### src/rtl/fsync_adc_port.sv
module fsync_adc_port #(
  parameter int RES_W     = 16,
  parameter int CH_W      = 3,
  parameter int CNT_W     = 6,
  parameter int SHORT_SMP = 7,
  parameter int LONG_SMP  = 15
) (
  input  logic             clk,
  input  logic             rst_n,
  input  logic             cs_n,
  input  logic             fs_rx,
  input  logic             sclk,
  input  logic             sdi,
  input  logic             wide,
  input  logic [RES_W-1:0] smp_data,
  output logic             framed,
  output logic [CH_W-1:0]  chan,
  output logic             acq,
  output logic             smp_stb,
  output logic             fs_tx,
  output logic             sdo
);
  localparam logic [CNT_W-1:0] CH_LAST = CNT_W'(CH_W - 1);
  localparam logic [CNT_W-1:0] SMP_S   = CNT_W'(SHORT_SMP);
  localparam logic [CNT_W-1:0] SMP_L   = CNT_W'(LONG_SMP);

  logic cs_d, fs_d, sclk_d;
  logic active, wide_q;
  logic [CNT_W-1:0] nf;
  logic [CH_W-2:0]  ch_sh;
  logic [RES_W-1:0] sh;

  wire cs_fall  = cs_d & ~cs_n;
  wire fs_fall  = fs_d & ~fs_rx;
  wire s_rise   = sclk & ~sclk_d;
  wire s_fall   = ~sclk & sclk_d;
  wire frame_go = framed & fs_fall;

  wire [CNT_W-1:0] smp_at = wide_q ? SMP_L : SMP_S;
  wire [CNT_W-1:0] ftx_at = smp_at + CNT_W'(1);
  wire [CNT_W-1:0] dat_at = smp_at + CNT_W'(2);

  always_ff @(posedge clk or negedge rst_n) begin
    if (!rst_n) begin
      cs_d    <= 1'b1;
      fs_d    <= 1'b0;
      sclk_d  <= 1'b0;
      framed  <= 1'b0;
      active  <= 1'b0;
      wide_q  <= 1'b0;
      nf      <= '0;
      ch_sh   <= '0;
      sh      <= '0;
      chan    <= '0;
      acq     <= 1'b0;
      smp_stb <= 1'b0;
      fs_tx   <= 1'b0;
      sdo     <= 1'b0;
    end else begin
      cs_d    <= cs_n;
      fs_d    <= fs_rx;
      sclk_d  <= sclk;
      smp_stb <= 1'b0;
      if (cs_n) begin
        framed <= 1'b0;
        active <= 1'b0;
        nf     <= '0;
        sh     <= '0;
        chan   <= '0;
        acq    <= 1'b0;
        fs_tx  <= 1'b0;
        sdo    <= 1'b0;
      end else if (cs_fall) begin
        framed <= ~fs_rx;
      end else if (frame_go) begin
        active <= 1'b1;
        wide_q <= wide;
        nf     <= '0;
        ch_sh  <= '0;
        sh     <= '0;
        acq    <= 1'b0;
        fs_tx  <= 1'b0;
        sdo    <= 1'b0;
      end else if (active) begin
        if (s_fall) begin
          if (nf != '1) nf <= nf + CNT_W'(1);
          if (nf < CH_LAST) ch_sh <= {ch_sh[CH_W-3:0], sdi};
          if (nf == CH_LAST) begin
            chan <= {ch_sh, sdi};
            acq  <= 1'b1;
          end
        end else if (s_rise) begin
          if (nf == smp_at) begin
            acq     <= 1'b0;
            smp_stb <= 1'b1;
            sh      <= smp_data;
          end
          fs_tx <= (nf == ftx_at);
          if (nf >= dat_at) begin
            sdo <= sh[RES_W-1];
            sh  <= {sh[RES_W-2:0], 1'b0};
          end
        end
      end
    end
  end
endmodule

### config.mk
export PLATFORM = sky130hd
export DESIGN_NAME = fsync_adc_port
export DESIGN_NICKNAME = d
export VERILOG_FILES = /design/src/rtl/fsync_adc_port.sv
export SDC_FILE = /design/constraint.sdc
export NUM_CORES = 1
export LEC_CHECK = 0
export ABC_AREA = 0
export BUFFER_PORTS_ARGS = -buffer_cell sky130_fd_sc_hd__buf_2
export CAP_MARGIN = 10
export CORE_MARGIN = 1.5
export CORE_UTILIZATION = 50
export DETAILED_ROUTE_END_ITERATION = 6
export PLACE_DENSITY = 0.74
export SLEW_MARGIN = 5
export SYNTH_ARGS = -nofsm -noshare
export SYNTH_HDL_FRONTEND = slang
export SYNTH_SLANG_ARGS = --single-unit
### constraint.sdc
create_clock -name clk -period 1.8 [get_ports clk]
set_input_delay 0.18 -clock clk [delete_from_list [all_inputs] [get_ports clk]]
set_output_delay 0.18 -clock clk [all_outputs]
set_load 0.1 [all_outputs]
# --- Yosys cells after proc, flatten, opt, wreduce, memory -nomap -nowiden ---
# Cells that the tools add are included.
op_classes:
  addsub: 3
  order_cmp: 2
  n_eq_ne: 8
  n_mux: 58
  bitwise_logic: 10
  reduce_logical: 25
op_table:
  columns: ["operator", "count"]
  rows:
  - ["2-to-1 mux 16 bit", 8]
  - ["2-to-1 mux 6 bit", 6]
  - ["2-to-1 mux 1 bit", 33]
  - ["AND reduction 5 bit", 5]
  - ["2-to-1 mux 3 bit", 6]
  - ["nonzero test 2 bit", 8]
  - ["nonzero test 3 bit", 5]
  - ["nonzero test 4 bit", 3]
  - ["2-to-1 mux 2 bit", 4]
  - ["AND reduction 4 bit", 2]
  - ["adder 6 x 1 -> 6 bit (second input constant)", 1]
  - ["equality test 6 x 2 -> 1 bit (second input constant)", 1]
  - ["equality test 6 x 4 -> 1 bit", 1]
  - ["equality test 6 x 5 -> 1 bit", 1]
  - [">= comparator 6 x 5 -> 1 bit", 1]
  - ["less-than comparator 6 x 2 -> 1 bit (second input constant)", 1]
  - ["inequality test 6 bit (second input constant)", 1]
  - ["adder 4 x 1 -> 5 bit (second input constant)", 1]
  - ["adder 4 x 2 -> 5 bit (second input constant)", 1]
  - ["AND 1 bit", 5]
  - ["NOT 1 bit", 5]
  - ["2-to-1 mux 4 bit", 1]
  - ["inequality test 2 bit (second input constant)", 2]
  - ["inequality test 4 x 2 -> 1 bit (second input constant)", 1]
  - ["other kinds (3)", 3]
totals:
  register_bits: 37
  input_bits: 23
  elab_cells: 120

# --- Logic depth before layout (Yosys ltp) ---
# Gate-level depths: netlist of run 1.
logic_depth:
  ltp_word: 10
  mapped_depth: 9
  depth_no_buf: 7

# --- Least setup slack after synthesis of run 1 ---
# OpenSTA, ideal clock, no wires.
synth_path:
  path_type: "flip-flop to flip-flop"
  from: "register framed"
  to: "register sh[10]"
  arrival_time_ns: 2.271
  path_slack_ns: -0.545
  stages_incl_launch_ff: 9
  path_buffers: 3
  synth_period_minus_slack_ns: 2.345
  path_cell_list: "dfrtp_1 -> and3b_1 -> clkbuf_1 -> nor2_2 -> a41o_1 -> buf_6 -> or2_4 -> buf_6 -> o21ai_2"
synth_via:
  elab_chain_cells: 4
synth_lines:
  columns: ["element", "line_no", "text"]
  rows:
  - ["start: declaration", "16", "output logic framed,"]
  - ["start signal: assignment", "74", "framed <= ~fs_rx;"]
  - ["AND 1 bit (*)", "37", "wire frame_go = framed & fs_fall;"]
  - ["2-to-1 mux 16 bit", "75", "end else if (frame_go) begin"]
  - ["2-to-1 mux 16 bit", "73", "end else if (cs_fall) begin"]
  - ["2-to-1 mux 16 bit", "64", "if (cs_n) begin"]
  - ["end signal: assignment", "96", "sh <= smp_data;"]
  - ["end signal: assignment", "101", "sh <= {sh[RES_W-2:0], 1'b0};"]
  - ["end: declaration", "31", "logic [RES_W-1:0] sh;"]
# Every way passes the cells marked *; elsewhere a longest branch is shown, timed or not. The select of a mux whose other input is x is not followed.
# A chain may end at the register's enable or synchronous reset.

# --- Worst setup path after layout of run 1 ---
layout_path:
  from: "register wide_q"
  to: "register sh[1]"
layout_via:
  elab_chain_cells: 10
layout_lines:
  columns: ["element", "line_no", "text"]
  rows:
  - ["start: declaration", "28", "logic active, wide_q;"]
  - ["start signal: assignment", "77", "wide_q <= wide;"]
  - ["2-to-1 mux 4 bit (*)", "39", "wire [CNT_W-1:0] smp_at = wide_q ? SMP_L : SMP_S;"]
  - ["adder 4 x 2 -> 5 bit", "41", "wire [CNT_W-1:0] dat_at = smp_at + CNT_W'(2);"]
  - [">= comparator 6 x 5 -> 1 bit", "99", "if (nf >= dat_at) begin"]
  - ["2-to-1 mux 16 bit", "99", null]
  - ["2-to-1 mux 16 bit", "92", "end else if (s_rise) begin"]
  - ["2-to-1 mux 16 bit", "85", "if (s_fall) begin"]
  - ["2-to-1 mux 16 bit", "84", "end else if (active) begin"]
  - ["2-to-1 mux 16 bit", "75", null]
  - ["2-to-1 mux 16 bit", "73", null]
  - ["2-to-1 mux 16 bit", "64", null]
# Marked as above.

==> summary.txt, run 1 <==
Timing
  – RSZ-0062 raised after global routing: true
  – Max Slew Vio Count: 0
  – Fin. Hold Viols: 0
  – PnR worst setup slack: -0.0621 ns
  – Setup TNS: -0.634 ns
  – Final min period: 1.86 ns
  – Final setup viols: 15
  – Clock skew: 0.00460 ns
  – Max Fclk: roughly 540 MHz
  – Final period utilization: 103%
  – Worst-Margin Slew: approximately 0.79 ns
  – Worst relative slew slack: between 40% and 50%

Synth
  – Ys flop type: dfrtp_1
  – Compound-Gate Fraction of Synth Area: between 15 and 20%
  – Mux contribution to synthesized area: 8.34%
  – Xor/xnor share of the synthesized area: less than 1%
  – Number of synthesized register bits: 37
  – Fraction of registers with async set/reset: 100%
  – Avg Cell Area, Syn: approximately 10 µm²
  – Yosys cell types: 42
  – Post-Syn Nets: about 220
  – Area share of and/or/nand/nor cells after synthesis: about 18%
  – Cell count after synthesis: about 190
  – Number of synthesized flops with an enable pin: 0
  – Sequential fraction of the synthesis area: approximately half
  – Largest family of logic cells by synthesized area: simple AND/OR/NAND/NOR gates
  – Synth warnings: 0
  – Adder and majority cell fraction of the synthesized area: ~4.6%
  – Post-Syn Area: 0.00192 mm²

CTS
  – Clock Path Buffers: 2
  – Num Clock Sinks: 37
  – Reg clk slew, reported paths: about 0.07 ns
  – Cell at the root of the clock tree: clkbuf_8
  – Clock Latency Late Sink: between 0.2 and 0.3 ns
  – CTS tree: built
  – Number of buffers created by CTS: 5
  – H-tree depth: 2

Power and ir drop
  – PwrDens: between 900 and 1000 mW/mm²
  – Leakage: around 1.1 nW
  – Worst vdd ir: 0.679 mV

GRT
  – Pin count of the biggest net entering global routing: 37
  – GR Overflow Total: 0
  – Overall Global Routing Usage: ~22%
  – Initial antenna violation count: 0
  – Vias in the first global route: roughly 1600
  – First-pass GRT wire length: 7010 µm

Run status
  – Failing checks: negative setup slack
  – Run status: finished with violations

Detailed routing
  – DR vias/cell: between 5 and 6
  – Vias: about 1600
  – WL/cell: ~14 µm
  – Final wirelength: about 4200 µm
  – DRC Markers: 0
  – Final ANT Viol Nets: 0
  – Drt first-iter violations: around 110
  – DRT Pass-1 Iters: 4

Layout
  – Most frequent cells in the layout: dfrtp_1 (35), buf_2 (31), nand2_1 (23), buf_4 (18), mux2i_1 (15)
  – Share of cells above drive strength 1: between 30% and 40%
  – Final net count: approximately 270
  – Finished Layout Cells: 291
  – Syn-to-layout area delta: 25.1%
  – Most common cell after layout, fill and taps aside: dfrtp_1
  – Diode count: 0
  – Fill cell count: between 200 and 300

Placed design
  – Hpwl dp: roughly 2800 µm
  – Placed Cells incl. Taps: ~280
  – PortBufs: 30
  – Routability congestion estimate: approximately 0.84

Min path
  – Hold Path Class: in2reg

Critical path
  – Required @ worst endpoint: 2.02 ns
  – Startpoint Class: register
  – Critical path endpoint category: register
  – Critical path class: reg2reg
  – Worst-path maximum fanout: 8
  – Data arrival, critical path: between 2 and 2.5 ns

Die
  – Chip Width: 65.0 µm
  – Initial core utilization: a little over half
  – Core area: between 0.003 and 0.004 mm²
  – DIE AREA: 0.00422 mm²
  – Die Ht: between 60 and 70 µm
  – # IOs: 31
  – Row cnt: 22

Run
  – Max-cap viol count: 0
## registers in the layout, summed over array words and instances (netlist names)
signal and flops:
sclk_d 1, active 1, sdo 1, chan 3
sh 16, ch_sh 2, fs_d 1, nf 6
acq 1, cs_d 1, framed 1, wide_q 1
fs_tx 1, smp_stb 1
## repair_timing
item                                    in CTS  in global routing
buffers inserted                             2                  1
pin swaps                                    8                  3
endpoints found under the hold margin       34                  0
resized for setup                           12                  5
cloned                                       2                  1
endpoints found under the setup margin      16                 22
hold buffers                                 1                  0
## power breakdown
group	internal, mW	switching [mW]	total [mW]
combinational	0.286	0.334	0.620
clock	0.271	0.279	0.551
sequential	0.930	0.0654	0.996
## area by class of cell
| type | count | area, µm² | share of cell area, % |
|---|---|---|---|
| Sequential cell | 37 | 931 | 38.7 |
| Clock buffer | 7 | 76.3 | 3.18 |
| Clock inverter | 1 | 5.00 | 0.208 |
| Multi-Input combinational cell | 138 | 970 | 40.3 |
| Inverter | 8 | 30.0 | 1.25 |
| Timing Repair Buffer | 52 | 332 | 13.8 |
| Tap cell | 48 | 60.1 | 2.50 |
## through the flow
step / instance area (µm²) / power [mW] / util [%] / setup WS (ns) / hold WS (ns)
after global routing: 2400 / 2.28 / 65.7 / -0.153 / 0.0369
after CTS: 2390 / 2.16 / 65.3 / -0.0194 / 0.0335
after global placement: 2230 / 1.55 / 61.0 / -0.0743 / 0.308
final: 2400 / 2.17 / 65.7 / -0.0621 / 0.0450
after detailed placement: 2230 / 1.57 / 61.0 / -0.117 / 0.306
after floorplan: 1930 / 1.37 / - / -0.165 / -0.116
## routing by layer
layer | up-vias | GRT usage [%] | part of all wire [%]
li1 | 779 | - | -
met1 | 741 | 27.1 | 44
met4 | 0 | 12.0 | 1.5
met5 | - | 0 | 0
met3 | 5 | 4.69 | 4.8
met2 | 34 | 37.2 | 49
## worst max-delay path, cell delays in order, from the launching register on
cell      delay (ns)
dfrtp_1         0.40
inv_2           0.08
ha_4            0.26
and4bb_1        0.24
a22oi_2         0.11
a41o_2          0.27
or2_4           0.29
o21ai_1         0.14
## cells in the mapped netlist, drive strengths merged, types with 2 or more instances
master / instances / area (µm²)
nand4: 2 / 12.5
nand2b: 4 / 25.0
nor2: 12 / 47.6
o31ai: 2 / 15.0
and2: 3 / 18.8
mux2i: 16 / 160
ha: 7 / 87.6
nand2: 25 / 96.4
clkbuf: 2 / 7.51
o21ai: 28 / 178
a211oi: 2 / 15.0
buf: 4 / 32.5
and3b: 2 / 17.5
nand3: 7 / 35.0
inv: 8 / 30.0
and4bb: 3 / 37.5
a21oi: 4 / 20.0
nor3: 3 / 15.0
dfrtp: 36 / 901
## worst paths after layout
check                            start     end  slack [ns]  cells after the start
worst max-delay path            wide_q   sh[1]       -0.06                      7
worst min-delay path              sclk  sclk_d        0.05                      1
worst max register to register  wide_q   sh[1]       -0.06                      7
worst min register to register  sh[14]  sh[14]        0.48                      2
max in group asynchronous        rst_n  framed        0.71                      2
min in group asynchronous        rst_n   sh[4]        0.50                      2
## logic make-up (layout without fill, tap and decap cells)
family | after synthesis | after routing
flip-flops | 37 | 37
adder cells (fa/ha/maj) | 7 | 7
XOR/XNOR | 1 | 1
AND/OR/NAND/NOR | 66 | 67
buffers and inverters | 14 | 68
AO/OA/AOI/OAI | 47 | 47
multiplexers | 16 | 16
Power figures use the tool's default switching activity.
==> run 2, diff against run 1 <==
--- a/config.mk
+++ b/config.mk
@@ -8,8 +8,10 @@
 export ABC_AREA = 0
 export BUFFER_PORTS_ARGS = -buffer_cell sky130_fd_sc_hd__buf_2
 export CAP_MARGIN = 10
+export CELL_PAD_IN_SITES_DETAIL_PLACEMENT = 0
+export CELL_PAD_IN_SITES_GLOBAL_PLACEMENT = 2
 export CORE_MARGIN = 1.5
-export CORE_UTILIZATION = 50
+export CORE_UTILIZATION = 32
 export DETAILED_ROUTE_END_ITERATION = 6
 export PLACE_DENSITY = 0.74
 export SLEW_MARGIN = 5
==> summary.txt, run 2 (synthesis gave the netlist of run 1 again) <==
Power and ir drop
  – Sw power: 702 µW (+3.3%)
  – Cell Int Power: 1.69 mW (+14%)
  – Worst vdd ir: 0.376 mV (-45%)
  – Leakage: 1.20 nW (+6.6%)
  – PwrDens: 927 mW/mm² (+2.9%)
  – Power share of the combinational group: 27.2% (-1.4 points)
  – Reg power frac: 41.3% (-4.7 points)
  – Sw Share: 29.3% (-2.0 points)
  – Clock share of power: 31.5% (+6.1 points)

Critical path
  – Slowest stage cell, crit path: dfrtp_1
  – Data arrival, critical path: 2.12 ns (+0.03 ns)
  – Largest delay contributor family on the critical path: simple AND/OR/NAND/NOR gates
  – Reg2Reg Capture Point: sh[9]
  – FF-to-FF Start: nf[3]
  – CP peak stage delay: 0.38 ns (-0.02 ns)
  – WP buf/inv: 1 (unchanged)
  – Crit path to: sh[9]
  – Worst path cell trace: ha_1 > and4bb_1 > a22oi_2 > a41o_1 > or2_4 > buf_12 > o21ai_2
  – Worst-path maximum fanout: 5 (-3)
  – Worst R2R Setup Slack: -0.1 ns (-0.03 ns)
  – Critical path class: reg2reg
  – Startpoint Class: register
  – Required @ worst endpoint: 2.02 ns (about the same)
  – Critical Path Start: nf[3]
  – Worst path depth: 7 (unchanged)
  – Critical path endpoint category: register
  – Worst Reg2Reg Path Length in Cells: 7 (unchanged)

Die
  – Core area: 0.00585 mm² (+60%)
  – # IOs: 31 (unchanged)
  – Row cnt: 28 (+27%)
  – DIE AREA: 0.00648 mm² (+53%)
  – Chip Width: 80.5 µm (+24%)
  – Die Ht: 80.5 µm (+24%)
  – Initial core utilization: 32.8% (-20 points)

Layout
  – Share of cells above drive strength 1: 36.4% (+1.4 points)
  – Largest register by flop count: sh
  – Final net count: 279 (+2.6%)
  – Most frequent cells in the layout: dfrtp_1 (35), buf_2 (30), nand2_1 (24), buf_4 (21), mux2i_1 (15)
  – Most common cell after layout, fill and taps aside: dfrtp_1
  – Max FFs per register: 16 (unchanged)
  – Syn-to-layout area delta: 34.2%
  – Finished Layout Cells: 325 (+12%)
  – Diode count: 0 (unchanged)
  – Fill cell count: 588 (+100%)
  – Post-route cell area: 0.00258 mm² (+7.2%)
  – Regs by FF count: sh x16, nf x6, chan x3

Placed design
  – Routability congestion estimate: 0.746 (-11%)
  – Placed Cells incl. Taps: 305 (+10%)
  – Hpwl dp: 3210 µm (+13%)
  – Area post-placement: 0.00229 mm² (+2.4%)
  – PortBufs: 30 (unchanged)

CTS
  – Number of buffers created by CTS: 5 (unchanged)
  – CTS tree: built
  – Num Clock Sinks: 37 (unchanged)
  – Cell at the root of the clock tree: clkbuf_8
  – H-tree depth: 2 (unchanged)
  – Clock Path Buffers: 2 (unchanged)
  – Clock Latency Late Sink: 0.29 ns (about the same)
  – Reg clk slew, reported paths: 0.07 ns (about the same)

Timing
  – Worst relative slew slack: 67.2% (+20 points)
  – WHS: 0.0366 ns (-0.00845 ns)
  – Max Slew Vio Count: 0 (unchanged)
  – Max Fclk: 527 MHz (-1.8%)
  – Final min period: 1.90 ns (+0.0349 ns)
  – Clock skew: 0.00639 ns (+0.00179 ns)
  – Final period utilization: 105% (+1.9 points)
  – PnR worst setup slack: -0.0971 ns (-0.0349 ns)
  – Setup TNS: -1.19 ns (-0.555 ns)
  – Final setup viols: 17 (+2)
  – RSZ-0062 raised after global routing: true
  – Fin. Hold Viols: 0 (unchanged)
  – Worst-Margin Slew: 0.496 ns (-0.290 ns)

GRT
  – First-pass GRT wire length: 7560 µm (+7.9%)
  – Pin count of the biggest net entering global routing: 23 (-38%)
  – GR Overflow Total: 0 (unchanged)
  – Overall Global Routing Usage: 15.5% (-6.9 points)
  – Initial antenna violation count: 0 (unchanged)
  – Vias in the first global route: 1598 (+1.4%)

Detailed routing
  – Final wirelength: 4570 µm (+8.7%)
  – WL/cell: 14.1 µm (-2.7%)
  – Final ANT Viol Nets: 0 (unchanged)
  – DR vias/cell: 4.83 (-9.8%)
  – DRT Pass-1 Iters: 4 (unchanged)
  – Drt first-iter violations: 41 (-64%)
  – Vias: 1570 (+0.71%)
  – DRC Markers: 0 (unchanged)

Run status
  – Failing checks: negative setup slack
  – Run status: finished with violations

Min path
  – Hold Path Class: in2reg

Run
  – Max-cap viol count: 0 (unchanged)
-- run 2: cell types whose count changed in the layout (fill, tap and decap cells not counted), moves of 2 or more --
cell      change
o21ai_0       +3
buf_4         +3
clkbuf_1      -2
o21ai_1       -4
buf_12        +3
-- run 2: power by group through the flow --
stage                     Combinational (mW)  Sequential [mW]  Clock [mW]
after detailed placement               0.573             1.00           0
after global placement                 0.572            0.997           0
after CTS                              0.655            0.987       0.776
after global routing                   0.711             1.00       0.814
final                                  0.649            0.988       0.754
after floorplan                        0.329             1.04           0
-- run 2: final cells by class --
type                    count  area, µm²  share of cell area [%]
clock inverters             2       37.5                    1.46
repair buffers             59        435                    16.9
multi-input cells         138        967                    37.5
flip-flops and latches     37        931                    36.1
well taps                  75       93.8                    3.64
inverters                   8       30.0                    1.17
clock buffers               6       82.6                    3.20
-- run 2: worst register-to-register path, stage by stage, from the launching register on --
cell and delay (ns):
dfrtp_1 0.38, ha_1 0.31, and4bb_1 0.23, a22oi_2 0.10
a41o_1 0.26, or2_4 0.29, buf_12 0.15, o21ai_2 0.10
-- run 2: worst min-delay path by stage --
stage | start | end | slack, ns | depth (start not counted)
floorplan | rst_n | acq | -0.12 | 0
global placement | rst_n | framed | 0.14 | 1
detailed placement | rst_n | framed | 0.14 | 1
CTS | sclk | sclk_d | 0.03 | 1
global route | fs_rx | fs_d | 0.03 | 1
finish | sclk | sclk_d | 0.04 | 1
-- run 2: timing repair --
item | in CTS | in global routing
pin swaps | 5 | 0
setup endpoints to repair | 16 | 23
setup buffers | 8 | 1
resized for setup | 12 | 3
gates cloned | 2 | 0
hold buffers | 1 | 0
hold endpoints to repair | 14 | 0
-- run 2: layer usage --
metal	up-vias	global-route usage (%)	wire, µm
li1	792	-	-
met1	738	20.2	2240
met2	33	25.5	2090
met4	0	4.14	47
met5	-	0	0
met3	7	3.86	198
-- run 2: metrics by stage --
| stage | utilization, % | setup slack [ns] | power (mW) |
|---|---|---|---|
| 2_1_floorplan | - | -0.165 | 1.37 |
| 6_report | 44.1 | -0.0971 | 2.39 |
| 5_1_grt | 44.1 | -0.214 | 2.52 |
| 3_5_place_dp | 39.1 | -0.136 | 1.57 |
| 4_1_cts | 43.8 | -0.0897 | 2.42 |
| 3_3_place_gp | 39.1 | -0.0744 | 1.57 |
==> run 3, diff against run 2 <==
--- a/config.mk
+++ b/config.mk
@@ -13,7 +13,7 @@
 export CORE_MARGIN = 1.5
 export CORE_UTILIZATION = 32
 export DETAILED_ROUTE_END_ITERATION = 6
-export PLACE_DENSITY = 0.74
+export PLACE_DENSITY = 0.83
 export SLEW_MARGIN = 5
 export SYNTH_ARGS = -nofsm -noshare
 export SYNTH_HDL_FRONTEND = slang
==> summary.txt, run 3 (synthesis gave the netlist of run 1 again) <==
Critical path
  – Data arrival, critical path: 2.15 ns (+0.03 ns)
  – Critical path endpoint category: register
  – FF-to-FF Start: wide_q
  – Worst path cell trace: inv_2 > ha_4 > and4bb_1 > a22oi_2 > a41o_1 > or2_4 > buf_12 > o21ai_2
  – Largest delay contributor family on the critical path: simple AND/OR/NAND/NOR gates
  – Worst-path maximum fanout: 8 (+3)
  – WP buf/inv: 2 (+1)
  – CP peak stage delay: 0.42 ns (+0.04 ns)
  – Critical path class: reg2reg
  – Required @ worst endpoint: 2.02 ns (about the same)
  – Slowest stage cell, crit path: dfrtp_1
  – Critical Path Start: wide_q
  – Startpoint Class: register

CTS
  – Clock Path Buffers: 2 (unchanged)
  – H-tree depth: 2 (unchanged)
  – CTS tree: built
  – Cell at the root of the clock tree: clkbuf_8
  – Num Clock Sinks: 37 (unchanged)
  – Reg clk slew, reported paths: 0.07 ns (about the same)
  – Clock Latency Late Sink: 0.29 ns (about the same)
  – Number of buffers created by CTS: 5 (unchanged)

Placed design
  – Hpwl dp: 3240 µm (+0.98%)
  – Routability congestion estimate: 0.810 (+8.6%)
  – Placed Cells incl. Taps: 312 (+2.3%)
  – PortBufs: 30 (unchanged)
  – Dpl ws: -0.159 ns (-0.0231 ns)
  – Area post-placement: 0.00234 mm² (+2.3%)

Die
  – Row cnt: 28 (unchanged)
  – Die Ht: 80.5 µm (unchanged)
  – Initial core utilization: 32.8% (unchanged)
  – DIE AREA: 0.00648 mm² (unchanged)
  – Core area: 0.00585 mm² (unchanged)
  – Chip Width: 80.5 µm (unchanged)
  – # IOs: 31 (unchanged)

Power and ir drop
  – Leakage: 1.21 nW (+0.88%)
  – PwrDens: 929 mW/mm² (+0.21%)
  – Cell Int Power: 1.71 mW (+1.2%)
  – Clock share of power: 30.8% (-0.7 points)
  – Worst vdd ir: 0.320 mV (-15%)
  – Power share of the combinational group: 28.0% (+0.8 points)
  – Reg power frac: 41.2% (about the same)
  – Sw Share: 29.1% (-0.21 points)
  – Sw power: 702 µW (+0.11%)
  – Total Power: 2.41 mW (+0.85%)

Layout
  – Most common cell after layout, fill and taps aside: dfrtp_1
  – Final net count: 283 (+1.4%)
  – Largest register by flop count: sh
  – Regs by FF count: sh x16, nf x6, chan x3
  – Syn-to-layout area delta: 35.0%
  – Post-route cell area: 0.00259 mm² (+0.63%)
  – Fill cell count: 571 (-2.9%)
  – Max FFs per register: 16 (unchanged)
  – Share of cells above drive strength 1: 38.6% (+2.2 points)
  – Diode count: 0 (unchanged)
  – Finished Layout Cells: 329 (+1.2%)
  – Most frequent cells in the layout: dfrtp_1 (35), buf_2 (30), buf_4 (29), nand2_1 (24), o21ai_0 (17)

Run status
  – Run status: finished with violations
  – Failing checks: negative setup slack

Detailed routing
  – Vias: 1594 (+1.5%)
  – DRT Pass-1 Iters: 4 (unchanged)
  – WL/cell: 13.9 µm (-1.4%)
  – Final ANT Viol Nets: 0 (unchanged)
  – DRC Markers: 0 (unchanged)
  – Drt first-iter violations: 65 (+59%)
  – DR vias/cell: 4.84 (+0.29%)
  – Final wirelength: 4560 µm (-0.20%)

GRT
  – GR Overflow Total: 0 (unchanged)
  – Initial antenna violation count: 0 (unchanged)
  – Overall Global Routing Usage: 15.3% (-0.21 points)
  – Vias in the first global route: 1611 (+0.81%)
  – First-pass GRT wire length: 7450 µm (-1.5%)
  – Pin count of the biggest net entering global routing: 20 (-13%)

Timing
  – Final setup viols: 16 (-1)
  – Final min period: 1.93 ns (+0.0351 ns)
  – Fin. Hold Viols: 0 (unchanged)
  – RSZ-0062 raised after global routing: true
  – Worst-Margin Slew: 0.488 ns (-0.00791 ns)
  – Final period utilization: 107% (+2.0 points)
  – Worst relative slew slack: 67.7% (+0.52 points)
  – PnR worst setup slack: -0.132 ns (-0.0351 ns)
  – WHS: 0.0441 ns (+0.00753 ns)
  – Clock skew: 0.00400 ns (-0.00240 ns)
  – Max Slew Vio Count: 0 (unchanged)
  – Max Fclk: 518 MHz (-1.8%)

Min path
  – Hold path start: sclk
  – Hold Path Class: in2reg

Run
  – Max-cap viol count: 0 (unchanged)
## run 3: cell count changes in the layout (fill, tap and decap cells not counted), moves of 2 or more
cell     delta
o21ai_0     +3
o21ai_1     -2
buf_12      -2
buf_4       +8
## run 3: power by group through the flow
stage / sequential, mW / combinational, mW / clock, mW
after floorplan: 1.04 / 0.329 / 0
after global placement: 0.999 / 0.581 / 0
after detailed placement: 1.00 / 0.591 / 0
after CTS: 0.991 / 0.650 / 0.770
after global routing: 1.00 / 0.738 / 0.806
final: 0.993 / 0.675 / 0.743
## run 3: worst paths after layout
kind	end	depth (start not counted)	slack, ns
max reg2reg	sh[15]	8	-0.13
min	sclk_d	1	0.04
min in group asynchronous	sh[14]	2	0.35
min reg2reg	fs_tx	2	0.48
max	sh[15]	8	-0.13
max in group asynchronous	sh[1]	3	0.91
## run 3: layout make-up
| type | count | area [µm²] | share of cell area (%) |
|---|---|---|---|
| well taps | 75 | 93.8 | 3.62 |
| flip-flops and latches | 37 | 931 | 35.9 |
| multi-input cells | 137 | 982 | 37.9 |
| inverters | 8 | 30.0 | 1.16 |
| repair buffers | 64 | 440 | 17.0 |
| clock buffers | 7 | 86.3 | 3.33 |
| clock inverters | 1 | 30.0 | 1.16 |
## run 3: per-layer routing
| metal | global-route usage (%) | part of all wire, % | vias to the layer above |
|---|---|---|---|
| met5 | 0 | 0 | - |
| met4 | 5.17 | 1.5 | 0 |
| met3 | 3.75 | 3.4 | 8 |
| met2 | 26.1 | 49 | 28 |
| met1 | 18.8 | 46 | 762 |
| li1 | - | - | 796 |
## run 3: timing repair
action,in CTS,in global routing
endpoints found under the hold margin,16,0
setup buffers,4,2
cloned,2,0
pin swaps,4,1
setup endpoints to repair,17,22
resized for setup,8,5
hold buffers,1,0
## run 3: per-stage QoR
stage	utilization, %	setup TNS (ns)
2_1_floorplan	-	-2.09
6_report	44.3	-1.56
4_1_cts	43.6	-0.863
3_5_place_dp	40.0	-2.11
5_1_grt	44.3	-3.01
3_3_place_gp	40.0	-1.07
